**config.mk**
```make
export PLATFORM = sky130hd
export DESIGN_NAME = lcd_mux_seq
export DESIGN_NICKNAME = d
export VERILOG_FILES = /design/src/rtl/lcd_pkg.sv /design/src/rtl/lcd_data_bank.sv /design/src/rtl/lcd_seq_ctrl.sv /design/src/rtl/lcd_drive_timer.sv /design/src/rtl/lcd_mux_seq.sv
export SDC_FILE = /design/constraint.sdc
export NUM_CORES = 1
export LEC_CHECK = 0
export BUFFER_PORTS_ARGS = -buffer_cell sky130_fd_sc_hd__buf_4
export CELL_PAD_IN_SITES_DETAIL_PLACEMENT = 0
export CELL_PAD_IN_SITES_GLOBAL_PLACEMENT = 1
export CORE_ASPECT_RATIO = 0.5
export CORE_MARGIN = 3
export CORE_UTILIZATION = 52
export CTS_BUF_LIST = sky130_fd_sc_hd__clkbuf_16
export DETAILED_ROUTE_END_ITERATION = 10
export GPL_TIMING_DRIVEN = 0
export HOLD_SLACK_MARGIN = 0.03
export PLACE_DENSITY = 0.85
export SLEW_MARGIN = 20
export SYNTH_ARGS = -nofsm -noshare
export SYNTH_HDL_FRONTEND = slang
export SYNTH_SLANG_ARGS = --single-unit
```
**constraint.sdc**
```tcl
create_clock -name clk_i -period 9.24 [get_ports clk_i]
set_input_delay 1.848 -clock clk_i [delete_from_list [all_inputs] [get_ports clk_i]]
set_output_delay 1.848 -clock clk_i [all_outputs]
set_load 0.02 [all_outputs]
```
**src/rtl/lcd_pkg.sv**
```systemverilog
package lcd_pkg;
  localparam logic [1:0] LV0 = 2'd0;
  localparam logic [1:0] LV1 = 2'd1;
  localparam logic [1:0] LV2 = 2'd2;
  localparam logic [1:0] LV3 = 2'd3;

  function automatic logic [1:0] com_level(logic addr, logic half, logic third);
    if (addr)  return half ? LV0 : LV3;
    if (third) return half ? LV2 : LV1;
    return LV1;
  endfunction

  function automatic logic [1:0] seg_level(logic lit, logic half, logic third, logic stat);
    if (lit)   return half ? LV3 : LV0;
    if (stat)  return half ? LV0 : LV3;
    if (third) return half ? LV1 : LV2;
    return LV1;
  endfunction
endpackage

```
**src/rtl/lcd_data_bank.sv**
```systemverilog
module lcd_data_bank #(
  parameter int GROUP_BYTES = 5,
  parameter int NUM_COM     = 4,
  localparam int NUM_SEG    = GROUP_BYTES * 8,
  localparam int NUM_BYTES  = GROUP_BYTES * NUM_COM,
  localparam int ADDR_W     = (NUM_BYTES > 1) ? $clog2(NUM_BYTES) : 1,
  localparam int COM_W      = (NUM_COM > 1) ? $clog2(NUM_COM) : 1
) (
  input  logic               clk_i,
  input  logic               rst_ni,
  input  logic               wr_en_i,
  input  logic [ADDR_W-1:0]  wr_addr_i,
  input  logic [7:0]         wr_data_i,
  input  logic               latch_i,
  input  logic [COM_W-1:0]   sel_com_i,
  output logic [NUM_SEG-1:0] seg_bits_o
);
  logic [NUM_BYTES*8-1:0] bank_q;
  logic [NUM_BYTES*8-1:0] shadow_q;

  always_ff @(posedge clk_i or negedge rst_ni) begin
    if (!rst_ni) begin
      bank_q <= '0;
    end else if (wr_en_i && (32'(wr_addr_i) < NUM_BYTES)) begin
      bank_q[32'(wr_addr_i)*8 +: 8] <= wr_data_i;
    end
  end

  always_ff @(posedge clk_i or negedge rst_ni) begin
    if (!rst_ni)      shadow_q <= '0;
    else if (latch_i) shadow_q <= bank_q;
  end

  always_comb begin
    seg_bits_o = '0;
    if (32'(sel_com_i) < NUM_COM) seg_bits_o = shadow_q[32'(sel_com_i)*NUM_SEG +: NUM_SEG];
  end

  p_shadow_hold_r4: assert property (@(posedge clk_i) disable iff (!rst_ni)
    !latch_i |=> $stable(shadow_q));
endmodule

```
**src/rtl/lcd_seq_ctrl.sv**
```systemverilog
module lcd_seq_ctrl #(
  parameter int NUM_COM = 4,
  localparam int COM_W  = (NUM_COM > 1) ? $clog2(NUM_COM) : 1
) (
  input  logic             clk_i,
  input  logic             rst_ni,
  input  logic             supply_ok_i,
  input  logic             slot_tick_i,
  input  logic [COM_W-1:0] duty_i,
  output logic             active_o,
  output logic [COM_W-1:0] com_o,
  output logic             half_o,
  output logic             latch_o,
  output logic             bound_o
);
  logic             active_q, half_q;
  logic [COM_W-1:0] com_q;
  logic             last_com;

  assign last_com = (com_q >= duty_i) || (32'(com_q) >= NUM_COM - 1);
  assign latch_o  = supply_ok_i && (!active_q || (slot_tick_i && half_q && last_com));
  assign bound_o  = supply_ok_i && (!active_q || slot_tick_i);

  always_ff @(posedge clk_i or negedge rst_ni) begin
    if (!rst_ni) begin
      active_q <= 1'b0; com_q <= '0; half_q <= 1'b0;
    end else if (!supply_ok_i) begin
      active_q <= 1'b0; com_q <= '0; half_q <= 1'b0;
    end else if (!active_q) begin
      active_q <= 1'b1; com_q <= '0; half_q <= 1'b0;
    end else if (slot_tick_i) begin
      half_q <= !half_q;
      if (half_q) com_q <= last_com ? '0 : com_q + 1'b1;
    end
  end

  assign active_o = active_q;
  assign com_o    = com_q;
  assign half_o   = half_q;

  p_idle_home_r1: assert property (@(posedge clk_i) disable iff (!rst_ni)
    !supply_ok_i |=> (!active_q && com_q == '0 && !half_q));
  p_half_flip_r2: assert property (@(posedge clk_i) disable iff (!rst_ni)
    (active_q && supply_ok_i && slot_tick_i) |=> (half_q != $past(half_q)));
  p_frame_home_r2: assert property (@(posedge clk_i) disable iff (!rst_ni)
    latch_o |=> (active_q && com_q == '0 && !half_q));
endmodule

```
**src/rtl/lcd_drive_timer.sv**
```systemverilog
module lcd_drive_timer #(
  parameter int CNT_W = 8
) (
  input  logic       clk_i,
  input  logic       rst_ni,
  input  logic       restart_i,
  input  logic [2:0] code_i,
  output logic       drive_on_o
);
  logic [CNT_W-1:0] cnt_q;
  logic [CNT_W:0]   limit;

  assign limit      = (CNT_W+1)'(2) << code_i;
  assign drive_on_o = (code_i == 3'd7) || ({1'b0, cnt_q} < limit);

  always_ff @(posedge clk_i or negedge rst_ni) begin
    if (!rst_ni)              cnt_q <= '0;
    else if (restart_i)       cnt_q <= '0;
    else if (!(&cnt_q))       cnt_q <= cnt_q + 1'b1;
  end

  p_cnt_mono_r9: assert property (@(posedge clk_i) disable iff (!rst_ni)
    !restart_i |=> (cnt_q >= $past(cnt_q)));
endmodule

```
**src/rtl/lcd_mux_seq.sv**
```systemverilog
module lcd_mux_seq
  import lcd_pkg::*;
#(
  parameter int GROUP_BYTES = 5,
  parameter int NUM_COM     = 4,
  localparam int NUM_SEG    = GROUP_BYTES * 8,
  localparam int NUM_BYTES  = GROUP_BYTES * NUM_COM,
  localparam int ADDR_W     = (NUM_BYTES > 1) ? $clog2(NUM_BYTES) : 1,
  localparam int COM_W      = (NUM_COM > 1) ? $clog2(NUM_COM) : 1
) (
  input  logic                 clk_i,
  input  logic                 rst_ni,
  input  logic                 wr_en_i,
  input  logic [ADDR_W-1:0]    wr_addr_i,
  input  logic [7:0]           wr_data_i,
  input  logic [COM_W-1:0]     duty_i,
  input  logic                 bias_third_i,
  input  logic [2:0]           drive_code_i,
  input  logic                 supply_ok_i,
  input  logic                 slot_tick_i,
  output logic [2*NUM_COM-1:0] com_lvl_o,
  output logic [NUM_COM-1:0]   com_hiz_o,
  output logic [2*NUM_SEG-1:0] seg_lvl_o,
  output logic [NUM_SEG-1:0]   seg_hiz_o,
  output logic                 buf_en_o
);
  logic             active, half, latch, bound, drive_on;
  logic [COM_W-1:0] com;
  logic [NUM_SEG-1:0] seg_bits;
  logic             is_static, pins_on;

  lcd_seq_ctrl #(.NUM_COM(NUM_COM)) u_ctrl (
    .clk_i, .rst_ni, .supply_ok_i, .slot_tick_i, .duty_i,
    .active_o(active), .com_o(com), .half_o(half), .latch_o(latch), .bound_o(bound)
  );

  lcd_data_bank #(.GROUP_BYTES(GROUP_BYTES), .NUM_COM(NUM_COM)) u_bank (
    .clk_i, .rst_ni, .wr_en_i, .wr_addr_i, .wr_data_i,
    .latch_i(latch), .sel_com_i(com), .seg_bits_o(seg_bits)
  );

  lcd_drive_timer #(.CNT_W(8)) u_timer (
    .clk_i, .rst_ni, .restart_i(bound), .code_i(drive_code_i), .drive_on_o(drive_on)
  );

  assign is_static = (duty_i == '0);
  assign pins_on   = active && (is_static || drive_on);
  assign buf_en_o  = active && !is_static && drive_on;

  for (genvar c = 0; c < NUM_COM; c++) begin : g_com
    logic used;
    assign used = (COM_W'(c) <= duty_i);
    assign com_lvl_o[2*c +: 2] = (active && used) ?
        com_level(com == COM_W'(c), half, bias_third_i) : LV0;
    assign com_hiz_o[c] = !(pins_on && used);
  end

  for (genvar s = 0; s < NUM_SEG; s++) begin : g_seg
    assign seg_lvl_o[2*s +: 2] = active ?
        seg_level(seg_bits[s], half, bias_third_i, is_static) : LV0;
    assign seg_hiz_o[s] = !pins_on;
  end

  p_inhibit_r1: assert property (@(posedge clk_i) disable iff (!rst_ni)
    !active |-> (&seg_hiz_o && &com_hiz_o && !buf_en_o));
  p_static_nobuf_r8: assert property (@(posedge clk_i) disable iff (!rst_ni)
    is_static |-> !buf_en_o);
  p_drive_after_bound_r9: assert property (@(posedge clk_i) disable iff (!rst_ni)
    bound |=> drive_on);
endmodule

```
Yosys cells after proc, flatten, opt, wreduce, memory -nomap -nowiden
Cells that the tools add are included.
Widths: inputs -> output; s select.

storage, ports and cells
  bits in registers = 332
  word-level logic and storage cells = 548
  input bits = 24

cells by class
  $lt $le $gt $ge = 8
  mux-type cells = 486
  reductions and logical operators = 33
  $add $sub $neg = 3
  equal/unequal tests = 7
  shift-type cells = 4
  multipliers = 1

operators by type and width
  cell                      count
  $mux 2                    309
  $mux 1                    174
  $bwmux 160                1
  $shift 8x34->160 const A  1
  $shiftx 160x9->40         1
  $shiftx 8x34->160         1
  $neg 8->34                1
  $logic_and 1x1->1         16
  $mux 8                    2
  $lt 8x9->1                1
  $shl 2x3->9 const A       1
  $add 8x1->8 const B       1
  $logic_not 1->1           8
  $reduce_and 8->1          1
  $ne 3x3->1 const B        2
  $logic_or 1x1->1          5
  $lt 5x5->1 const B        1
  $mul 2x3->5 const B       1
  $eq 2x2->1 const B        2
  $le 1x2->1 const A        2
  $le 2x2->1 const A        2
  $logic_not 2->1           2
  $eq 3x3->1 const B        1
  $add 2x1->2 const B       1
  5 further kinds           5

Logic depth before layout (Yosys ltp)
Gate-level depths: netlist (run 1).

  depth after elaboration = 10
  depth in mapped cells = 12

Modules after synthesis
From an unflattened synthesis (run 1), not the netlist that was laid out.

unflattened totals
  cell total of the unflattened synthesis = 1322
  area total of the unflattened synthesis = 16667.2 µm²

by module, submodules not included
  module           seq. area each (µm²)  cells each  times used  area an instance (µm²)
  lcd_data_bank    8007.7                974         1           14119.8
  lcd_mux_seq      0.0                   260         1           1702.9
  lcd_drive_timer  200.2                 63          1           604.3
  lcd_seq_ctrl     100.1                 25          1           240.2

Worst setup path after synthesis (run 1)
No wires, ideal clock.

  path kind = input port to output port
  from = input drive_code_i[0]
  to = output seg_hiz_o[0]
  arrival = 6.081 ns
  path slack = 1.311 ns
  data required time = 7.392 ns
  buffers on the path = 1
  stages = 8
  cells stage by stage = or3b_2 > ha_1 > o2111ai_1 > a21oi_1 > o31a_1 > o21ai_0 > o21ai_0 > buf_4

between the ends
  longest elaborated chain between the ends = 6
  elaborated cells on any way between the ends = 7
  classes of those cells = 1 x order compare; 1 x eq/ne; 1 x shift; 4 x reduce/logical

RTL lines
  item                   line                   RTL
  start: declaration     lcd_mux_seq.sv:18      input logic [2:0] drive_code_i,
  $shl 2x3->9            lcd_drive_timer.sv:13  assign limit = (CNT_W+1)'(2) << code_i;
  $lt 8x9->1             lcd_drive_timer.sv:14  assign drive_on_o = (code_i == 3'd7) || ({1'b0, cnt_q} < limit);
  $logic_or 1x1->1 (*)   lcd_drive_timer.sv:14
  $logic_or 1x1->1 (*)   lcd_mux_seq.sv:47      assign pins_on = active && (is_static || drive_on);
  $logic_and 1x1->1 (*)  lcd_mux_seq.sv:47
  $logic_not 1->1 (*)    lcd_mux_seq.sv:61      assign seg_hiz_o[s] = !pins_on;
  end: declaration       lcd_mux_seq.sv:24      output logic [NUM_SEG-1:0] seg_hiz_o,

Mark *: on every way between the ends. The rest lies on a longest branch, timed or not.

Worst setup path after layout (run 1)
  from = input drive_code_i[0]
  to = output seg_hiz_o[23]

The elaborated chain is that of the path after synthesis.

==> flow_metrics.env, run 1 <==
export IMPL_status="finished, final reports clean"
export IMPL_avgRoutedWirePerCell_um=25.3
export IMPL_yosysTopAreaCell="dfrtp_1"
export IMPL_rsz0062_at_grt="no"
export IMPL_cts_resized=0
export IMPL_cp_common_cell="buf_4"
export IMPL_synth_warnings=0
export IMPL_row_count=45
export IMPL_cp_required_ns=7.39
export IMPL_arrival_ns=4.66
export IMPL_max_vdd_ir_drop_mv=0.142
export IMPL_gp_congestion=0.941
export IMPL_insertedDiodeCount=0
export IMPL_cts_htree_levels=1
export IMPL_core_um2=30500
export IMPL_syn_to_final_growth_pct=16.8
export IMPL_path_max_fanout=41
export IMPL_clock_skew_ns=0.0201
export IMPL_post_cts_buffers=0
export IMPL_fillers=2444
export IMPL_root_buffer="clkbuf_16"
export IMPL_dieHeight_um=131
export IMPL_fmaxAchievable_mhz=154
export IMPL_cts_sinks=332
export IMPL_cts_tree="done"
export IMPL_synth_top_cell_area_share_pct=51.2
export IMPL_synthFlopType="dfrtp_1"
export IMPL_dr_pass1_iters=7
export IMPL_dpl_hpwl_mm=35.3
export IMPL_critPathKind="in2out"
export IMPL_critPathMaxStageDelay_ns=0.58
export IMPL_worstHoldPathType="reg2reg"
export IMPL_crit_chain="buf_4, or3b_2, ha_1, o2111ai_1, a21oi_1, o31a_1, o21ai_0, o21ai_4, buf_4, buf_4"
export IMPL_drtIter0Drc=819
export IMPL_clk_latency_ns=0.56
export IMPL_dieArea_um2=33500
export IMPL_ant_nets=0
export IMPL_grt_pass1_vias=11200
export IMPL_syn_area_per_cell_um2=12.4
export IMPL_io_buffers=155
export IMPL_relSlewSlack_pct=27.8
export IMPL_cp_end_kind="output pin"
export IMPL_slowest_stage="o21ai_0"
export IMPL_fin_crit_sh_pct=70.5
export IMPL_syn_num_nets=1345
export IMPL_grt_remaining_overflow=0
export IMPL_cts_hold_buf=0
export IMPL_setup_viol=0
export IMPL_track_usage_pct=29.1
export IMPL_antenna_found_initial=4
export IMPL_start_util_pct=53.1
export IMPL_power_leakage_nw=8.97
export IMPL_ys_types=54
export IMPL_syn_area_um2=16200
export IMPL_worst_slew_pin_slew_ns=1.08
export IMPL_fin_hold_ws_ns=0.479
export IMPL_numCtsBuffers=28
export IMPL_worst_path_buf_inv=3
export IMPL_final_layout_size_suffix_gt1_share_pct=37.1
export IMPL_synth_area_leaders="dfrtp_1, mux2_2, mux4_2, mux2i_1, nor2b_1"
export IMPL_critPathTopFamily="compound AO/OA/AOI/OAI gates"
export IMPL_hold_viol=0
export IMPL_syn_instance_count=1305
export IMPL_finalMaxSlewViolations=0
export IMPL_clkTransAtPathRegs_ns=0.07
export IMPL_async_reset_ff_share_pct=100
export IMPL_vias_per_cell=5.87
export IMPL_clockBufferDepth=3
export IMPL_finalCriticalPeriod_ns=6.51
export IMPL_via_count=11400
export IMPL_maxCapViolations=0
export IMPL_grt_first_pass_wirelength_mm=72.1
export IMPL_ios=157
export IMPL_yosysSeqAreaShare_pct=51.2
export IMPL_tns_ns=0
export IMPL_synth_edf_count=0
export IMPL_wl_mm=49.0
export IMPL_grt_max_degree=100
export IMPL_p_per_area_nw_per_um2=178
export IMPL_die_w_um=256
export IMPL_drc=0
export IMPL_startpoint_type="input port"
export IMPL_nets=1533
export IMPL_synth_seq_cells=332
==> per-layer routing <==
metal | global-route usage, % | routed length [µm] | up-vias
li1 | - | - | 4967
met4 | 5.92 | 1080 | 2
met2 | 44.6 | 21100 | 422
met5 | 0 | 17 | -
met1 | 43.2 | 22900 | 5897
met3 | 6.37 | 3830 | 80
==> registers in the layout, indices dropped and copies added (netlist names) <==
signal	flops
u_bank.shadow_q	160
u_ctrl.active_o	1
u_timer.cnt_q	8
u_ctrl.com_o	2
u_bank.bank_q	160
u_ctrl.half_o	1
==> worst paths after layout <==
path | from | to | slack (ns) | cells after the start
setup / recovery | drive_code_i[0] | seg_hiz_o[23] | 2.73 | 10
hold / removal | u_bank.bank_q[122] | u_bank.bank_q[122] | 0.48 | 2
setup reg to reg | u_ctrl.com_o[0] | u_bank.shadow_q[159] | 4.97 | 11
hold reg to reg | u_bank.bank_q[122] | u_bank.bank_q[122] | 0.48 | 2
max in group asynchronous | rst_ni | u_bank.bank_q[100] | 6.32 | 4
min in group asynchronous | rst_ni | u_timer.cnt_q[4] | 1.16 | 1
==> area by class of cell <==
| cell class | count | area (µm²) | area share, % |
|---|---|---|---|
| flip-flops and latches | 332 | 8310 | 43.9 |
| multi-input cells | 839 | 7240 | 38.2 |
| plain buffers | 123 | 642 | 3.39 |
| clock buffers | 29 | 726 | 3.83 |
| inverters | 11 | 41.3 | 0.218 |
| well taps | 423 | 529 | 2.79 |
| repair buffers | 158 | 1250 | 6.62 |
| clock inverters | 22 | 209 | 1.10 |
==> cell usage in the layout, fill, tap and decap left out, types with 7 or more instances in the layout <==
cell type | synthesis | layout
buf_2 | 24 | 24
a21oi_1 | 7 | 7
and3_1 | 11 | 11
dfrtp_1 | 332 | 332
nand4_1 | 12 | 12
nand2_1 | 96 | 96
and2_1 | 17 | 17
buf_4 | 40 | 194
nor3_1 | 9 | 9
mux4_2 | 40 | 40
o21ai_0 | 49 | 48
inv_1 | 10 | 13
nand2b_1 | 11 | 11
nor2b_1 | 84 | 84
nand3_1 | 15 | 15
clkbuf_16 | 0 | 29
a21o_1 | 7 | 7
clkinv_1 | 1 | 7
mux2_2 | 246 | 246
nor2_1 | 51 | 51
o31ai_1 | 36 | 36
mux2i_1 | 86 | 86
clkbuf_1 | 53 | 53
ha_1 | 16 | 16
==> stage by stage <==
stage | setup slack, ns | std cells | total power, mW | instance area, µm² | util (%)
3_3_place_gp | 0.982 | 1883 | 2.16 | 17900 | 58.7
2_1_floorplan | 1.31 | 1305 | 1.93 | 16200 | -
6_report | 2.73 | 1937 | 3.38 | 18900 | 62.1
3_5_place_dp | 2.70 | 1886 | 2.17 | 18000 | 59.0
4_1_cts | 2.69 | 1937 | 3.39 | 18900 | 62.1
5_1_grt | 2.45 | 1937 | 3.50 | 18900 | 62.1
==> cell families (layout without fill, tap and decap cells) <==
| group | count (synthesis) | after routing | synth area share (%) |
|---|---|---|---|
| buffers and inverters | 134 | 343 | 4.21 |
| multiplexers | 373 | 373 | 28.0 |
| adder cells (fa/ha/maj) | 16 | 16 | 1.23 |
| AO/OA/AOI/OAI | 114 | 114 | 4.54 |
| XOR/XNOR | 5 | 5 | 0.270 |
| AND/OR/NAND/NOR | 331 | 331 | 10.5 |
| flip-flops | 332 | 332 | 51.2 |
==> cell usage after synthesis, types with 2 or more instances <==
library cell,n
dfrtp_1,332
mux2_2,246
nand2_1,96
mux2i_1,86
nor2b_1,84
clkbuf_1,53
nor2_1,51
o21ai_0,49
buf_4,40
mux4_2,40
o31ai_1,36
buf_2,24
and2_1,17
ha_1,16
nand3_1,15
nand4_1,12
and3_1,11
nand2b_1,11
inv_1,10
nor3_1,9
a21o_1,7
a21oi_1,7
buf_1,6
xnor2_1,4
a211oi_1,3
nand3b_1,3
o21a_1,3
and2_0,2
and4_1,2
nand2_2,2
nor2_2,2
nor4_1,2
or2_1,2
or3b_2,2
==> worst reg2reg max path, stage by stage (launching register included) <==
cell and delay (ns):
dfrtp_1 0.38, clkbuf_1 0.50, buf_2 0.45, inv_1 0.17, ha_1 0.30, nand2b_1 0.15, a211oi_1 0.42, o21ai_0 0.16
nand2_1 0.40, clkbuf_1 0.39, buf_2 0.45, mux2_2 0.38
==> report_power, final <==
part | leakage, nW | switching (mW) | internal (mW) | total [mW]
Sequential | 4.59 | 0.0433 | 1.53 | 1.57
Combinational | 3.91 | 0.339 | 0.242 | 0.582
Clock | 0.472 | 0.543 | 0.682 | 1.22
No activity file was read; power rests on OpenSTA's default activity.
==> run 2: changes to the inputs <==
CORE_UTILIZATION = 49   (was 52)
PLACE_DENSITY = 0.81   (was 0.85)
clock period = 6 ns   (was 9.24 ns; I/O delays follow)
==> flow_metrics.env, run 2 (synthesis gave the netlist of run 1 again) <==
export IMPL_rsz0062_at_grt="no"
export IMPL_holdPathStages=2
export IMPL_vias_per_cell=5.85
export IMPL_drc=0
export IMPL_cts_resized=0
export IMPL_clkTransAtPathRegs_ns=0.07
export IMPL_slowest_stage="o21ai_0"
export IMPL_fin_hold_ws_ns=0.480
export IMPL_cts_htree_levels=1
export IMPL_critPathKind="in2out"
export IMPL_setup_viol=0
export IMPL_max_vdd_ir_drop_mv=0.217
export IMPL_tns_ns=0
export IMPL_dr_pass1_iters=5
export IMPL_fin_util_pct=59.3
export IMPL_nets=1536
export IMPL_reg2reg_from="u_ctrl.com_o[0]"
export IMPL_worst_slew_pin_slew_ns=1.02
export IMPL_dieHeight_um=135
export IMPL_avgRoutedWirePerCell_um=25.1
export IMPL_finalCriticalPeriod_ns=4.99
export IMPL_maxCapViolations=0
export IMPL_clock_skew_ns=0.0126
export IMPL_cts_sinks=332
export IMPL_startpoint_type="input port"
export IMPL_power_total_mw=5.27
export IMPL_relSlewSlack_pct=31.7
export IMPL_cp_required_ns=4.80
export IMPL_regArea_um2=8310
export IMPL_clockBufferDepth=3
export IMPL_track_usage_pct=27.6
export IMPL_start_util_pct=50.5
export IMPL_clk_latency_ns=0.58
export IMPL_fmaxAchievable_mhz=200
export IMPL_ant_nets=0
export IMPL_worst_path_buf_inv=4
export IMPL_r2r_cells=11
export IMPL_fillers=2635
export IMPL_layout_common_cells="dfrtp_1, mux2_2, buf_4, nand2_1, mux2i_1"
export IMPL_post_cts_buffers=0
export IMPL_die_w_um=263
export IMPL_row_count=46
export IMPL_syn_to_final_growth_pct=17.4
export IMPL_power_leakage_nw=9.00
export IMPL_io_buffers=155
export IMPL_core_um2=32100
export IMPL_path_max_fanout=41
export IMPL_grt_max_degree=103
export IMPL_ios=157
export IMPL_drtIter0Drc=972
export IMPL_worstHoldPathType="reg2reg"
export IMPL_critPathTopFamily="compound AO/OA/AOI/OAI gates"
export IMPL_gp_congestion=0.953
export IMPL_numCtsBuffers=30
export IMPL_antenna_found_initial=6
export IMPL_dp_cells=1896
export IMPL_root_buffer="clkbuf_16"
export IMPL_crit_cells=11
export IMPL_wl_mm=48.9
export IMPL_via_count=11400
export IMPL_dpl_hpwl_mm=35.3
export IMPL_cts_hold_buf=0
export IMPL_crit_chain="buf_4, or3b_2, ha_1, o2111ai_1, a21oi_1, o31a_1, o21ai_0, o21ai_4, buf_16, buf_4, buf_4"
export IMPL_grt_first_pass_wirelength_mm=73.0
export IMPL_final_layout_size_suffix_gt1_share_pct=37.3
export IMPL_multiInputGateArea_um2=7240
export IMPL_arrival_ns=3.79
export IMPL_finalMaxSlewViolations=0
export IMPL_reg_top3="u_bank.bank_q (160), u_bank.shadow_q (160), u_timer.cnt_q (8)"
export IMPL_finalNonFillerCells=1951
export IMPL_grt_pass1_vias=11500
export IMPL_dieArea_um2=35400
export IMPL_min_delay_start="u_bank.bank_q[59]"
export IMPL_critPathMaxStageDelay_ns=0.57
export IMPL_cp_end_kind="output pin"
export IMPL_cp_common_cell="buf_4"
export IMPL_fin_crit_sh_pct=83.2
export IMPL_cts_tree="done"
export IMPL_p_per_area_nw_per_um2=277
export IMPL_layout_commonest_cell="dfrtp_1"
export IMPL_status="finished, final reports clean"
export IMPL_hold_viol=0
export IMPL_grt_remaining_overflow=0
export IMPL_critical_path_startpoint="drive_code_i[0]"
-- run 2: worst min-delay path, cell delays in order (launching register included) --
cell,delay (ns)
dfrtp_1,0.34
nand2_1,0.05
o31ai_1,0.05
-- run 2: final timing paths --
check                                        to  slack, ns
setup / recovery                  seg_hiz_o[21]       1.01
hold / removal                u_bank.bank_q[59]       0.48
setup reg to reg           u_bank.shadow_q[123]       1.73
hold reg to reg               u_bank.bank_q[59]       0.48
max in group asynchronous   u_bank.shadow_q[92]       3.70
min in group asynchronous      u_timer.cnt_q[4]       0.57
-- run 2: where the power goes --
part	total, mW	internal, mW	switching [mW]
clock	1.95	1.10	0.852
sequential	2.42	2.35	0.0661
combinational	0.898	0.376	0.521
-- run 2: per-stage QoR --
stage,worst slack (ns),area [µm²]
after CTS,1.01,19000
after floorplan,0.363,16200
after detailed placement,1.00,18000
after global routing,0.811,19000
after global placement,0.0397,17900
final,1.01,19000
-- run 2: cell type report --
class	count	share of cell area, %
diodes	3	0.0394
plain buffers	123	3.37
clock buffers	31	4.08
clock inverters	21	1.05
inverters	11	0.217
multi-input cells	839	38.0
flip-flops and latches	332	43.6
well taps	432	2.84
repair buffers	159	6.73
-- run 2: layer usage --
| metal | track usage, % | up-vias | share of wire, % |
|---|---|---|---|
| met4 | 5.44 | 6 | 1.9 |
| li1 | - | 4977 | - |
| met5 | 0 | - | 0.094 |
| met3 | 8.90 | 70 | 10 |
| met1 | 39.2 | 5892 | 45 |
| met2 | 42.0 | 464 | 43 |
==> run 3: changes to the inputs <==
clock period = 4.6 ns   (was 6 ns; I/O delays follow)
==> flow_metrics.env, run 3 (synthesis gave the netlist of run 1 again) <==
export IMPL_drtIter0Drc=757
export IMPL_rsz0062_at_grt="no"
export IMPL_numCtsBuffers=30
export IMPL_dieHeight_um=135
export IMPL_syn_to_final_growth_pct=16.8
export IMPL_maxCapViolations=0
export IMPL_endpoint="seg_hiz_o[30]"
export IMPL_dr_pass1_iters=7
export IMPL_crit_cells=10
export IMPL_start_util_pct=50.5
export IMPL_cts_sinks=332
export IMPL_wl_mm=49.2
export IMPL_clockBufferDepth=3
export IMPL_tns_ns=0
export IMPL_dieArea_um2=35400
export IMPL_layout_common_cells="dfrtp_1, mux2_2, buf_4, nand2_1, mux2i_1"
export IMPL_path_max_fanout=20
export IMPL_fin_crit_sh_pct=92.5
export IMPL_r2r_cells=11
export IMPL_cp_required_ns=3.68
export IMPL_via_count=11300
export IMPL_finalInstanceArea_um2=18900
export IMPL_worst_slew_pin_slew_ns=1.15
export IMPL_finalCriticalPeriod_ns=4.26
export IMPL_vias_per_cell=5.79
export IMPL_crit_chain="buf_4, or3b_2, ha_1, o2111ai_1, a21oi_1, o31a_1, o21ai_2, o21ai_2, buf_4, buf_4"
export IMPL_nets=1536
export IMPL_reg2reg_from="u_ctrl.com_o[0]"
export IMPL_finalMaxSlewViolations=0
export IMPL_fin_hold_ws_ns=0.232
export IMPL_antenna_found_initial=1
export IMPL_root_buffer="clkbuf_16"
export IMPL_die_w_um=263
export IMPL_grt_remaining_overflow=0
export IMPL_power_leakage_nw=8.96
export IMPL_setup_viol=0
export IMPL_critPathKind="in2out"
export IMPL_grt_pass1_vias=11400
export IMPL_drc=0
export IMPL_cp_end_kind="output pin"
export IMPL_final_layout_size_suffix_gt1_share_pct=37.2
export IMPL_hold_viol=0
export IMPL_worst_path_buf_inv=3
export IMPL_worstHoldPathType="in2async"
export IMPL_fmaxAchievable_mhz=235
export IMPL_startpoint_type="input port"
export IMPL_grt_first_pass_wirelength_mm=73.1
export IMPL_arrival_ns=3.34
export IMPL_ios=157
export IMPL_dpl_hpwl_mm=35.5
export IMPL_critical_path_startpoint="drive_code_i[0]"
export IMPL_avgRoutedWirePerCell_um=25.3
export IMPL_power_total_mw=6.70
export IMPL_layout_commonest_cell="dfrtp_1"
export IMPL_r2r_slack_ns=0.38
export IMPL_cts_htree_levels=1
export IMPL_fin_ws_ns=0.344
export IMPL_gp_congestion=0.944
export IMPL_ant_nets=0
export IMPL_core_um2=32100
export IMPL_r2r_end="u_bank.shadow_q[87]"
export IMPL_cp_common_cell="buf_4"
export IMPL_p_per_area_nw_per_um2=354
export IMPL_io_buffers=155
export IMPL_cts_tree="done"
export IMPL_grt_max_degree=105
export IMPL_relSlewSlack_pct=23.3
export IMPL_dpl_cell_area_um2=18000
export IMPL_max_vdd_ir_drop_mv=0.296
export IMPL_slowest_stage="or3b_2"
export IMPL_dp_cells=1895
export IMPL_finalNonFillerCells=1948
export IMPL_critPathTopFamily="compound AO/OA/AOI/OAI gates"
export IMPL_pre_cts_ws_ns=-0.00301
export IMPL_clock_skew_ns=0.0201
export IMPL_reg_top3="u_bank.bank_q (160), u_bank.shadow_q (160), u_timer.cnt_q (8)"
export IMPL_row_count=46
export IMPL_critPathMaxStageDelay_ns=0.46
export IMPL_status="finished, final reports clean"
export IMPL_clkTransAtPathRegs_ns=0.07
export IMPL_track_usage_pct=27.7
export IMPL_clk_latency_ns=0.58
export IMPL_fin_util_pct=59.0
[run 3: cell count changes in the layout (fill, tap and decap cells not counted), sizes merged]
cell    delta
buf        -1
bufinv     -3
diode      -2
inv        +2
o21ai      +1
[run 3: how the worst min path moves through the flow]
stage | start | endpoint | slack [ns] | cells past startpoint
after floorplan | u_bank.bank_q[120] | u_bank.bank_q[120] | 0.44 | 2
after global placement | u_bank.bank_q[131] | u_bank.bank_q[131] | 0.46 | 1
after detailed placement | u_bank.bank_q[159] | u_bank.bank_q[159] | 0.46 | 1
after CTS | rst_ni | u_timer.cnt_q[3] | 0.24 | 1
after global routing | rst_ni | u_timer.cnt_q[3] | 0.25 | 1
final | rst_ni | u_timer.cnt_q[3] | 0.23 | 1
[run 3: worst reg2reg max path: stages, from the launching register on]
cell and delay (ns):
dfrtp_1 0.40, clkbuf_1 0.50, buf_2 0.44, inv_1 0.16, ha_1 0.29, nand2b_1 0.14, a211oi_1 0.40, o21ai_0 0.16
nand2_1 0.40, clkbuf_1 0.39, buf_2 0.44, mux2_2 0.40
[run 3: final cells by class]
cell class / count / area (µm²)
fill: 2653 / 13200
buffer: 123 / 642
clock inverter: 20 / 126
antenna: 1 / 2.50
clock buffer: 31 / 776
inverter: 11 / 41.3
timing repair buffer: 158 / 1250
sequential: 332 / 8310
tap: 432 / 541
multi-input combinational: 840 / 7250
[run 3: routing by layer]
metal,global-route usage (%),share of wire [%],up-vias
li1,-,-,4957
met3,9.10,8.7,68
met4,5.41,1.9,2
met5,0,0.026,-
met1,39.4,45,5880
met2,42.1,44,378
[run 3: what timing repair did]
action / in CTS / in global routing
buffers inserted: 0 / 0
resized for setup: 1 / 1
setup endpoints to repair: 34 / 40
gates cloned: 0 / 1
pin swaps: 0 / 0
hold buffers: 0 / 0
[run 3: report_power, final]
group          internal [mW]  total, mW  switching, mW
Sequential              3.07       3.15         0.0857
Combinational          0.487       1.17          0.684
Clock                   1.27       2.38           1.10
Total                   4.83       6.70           1.87
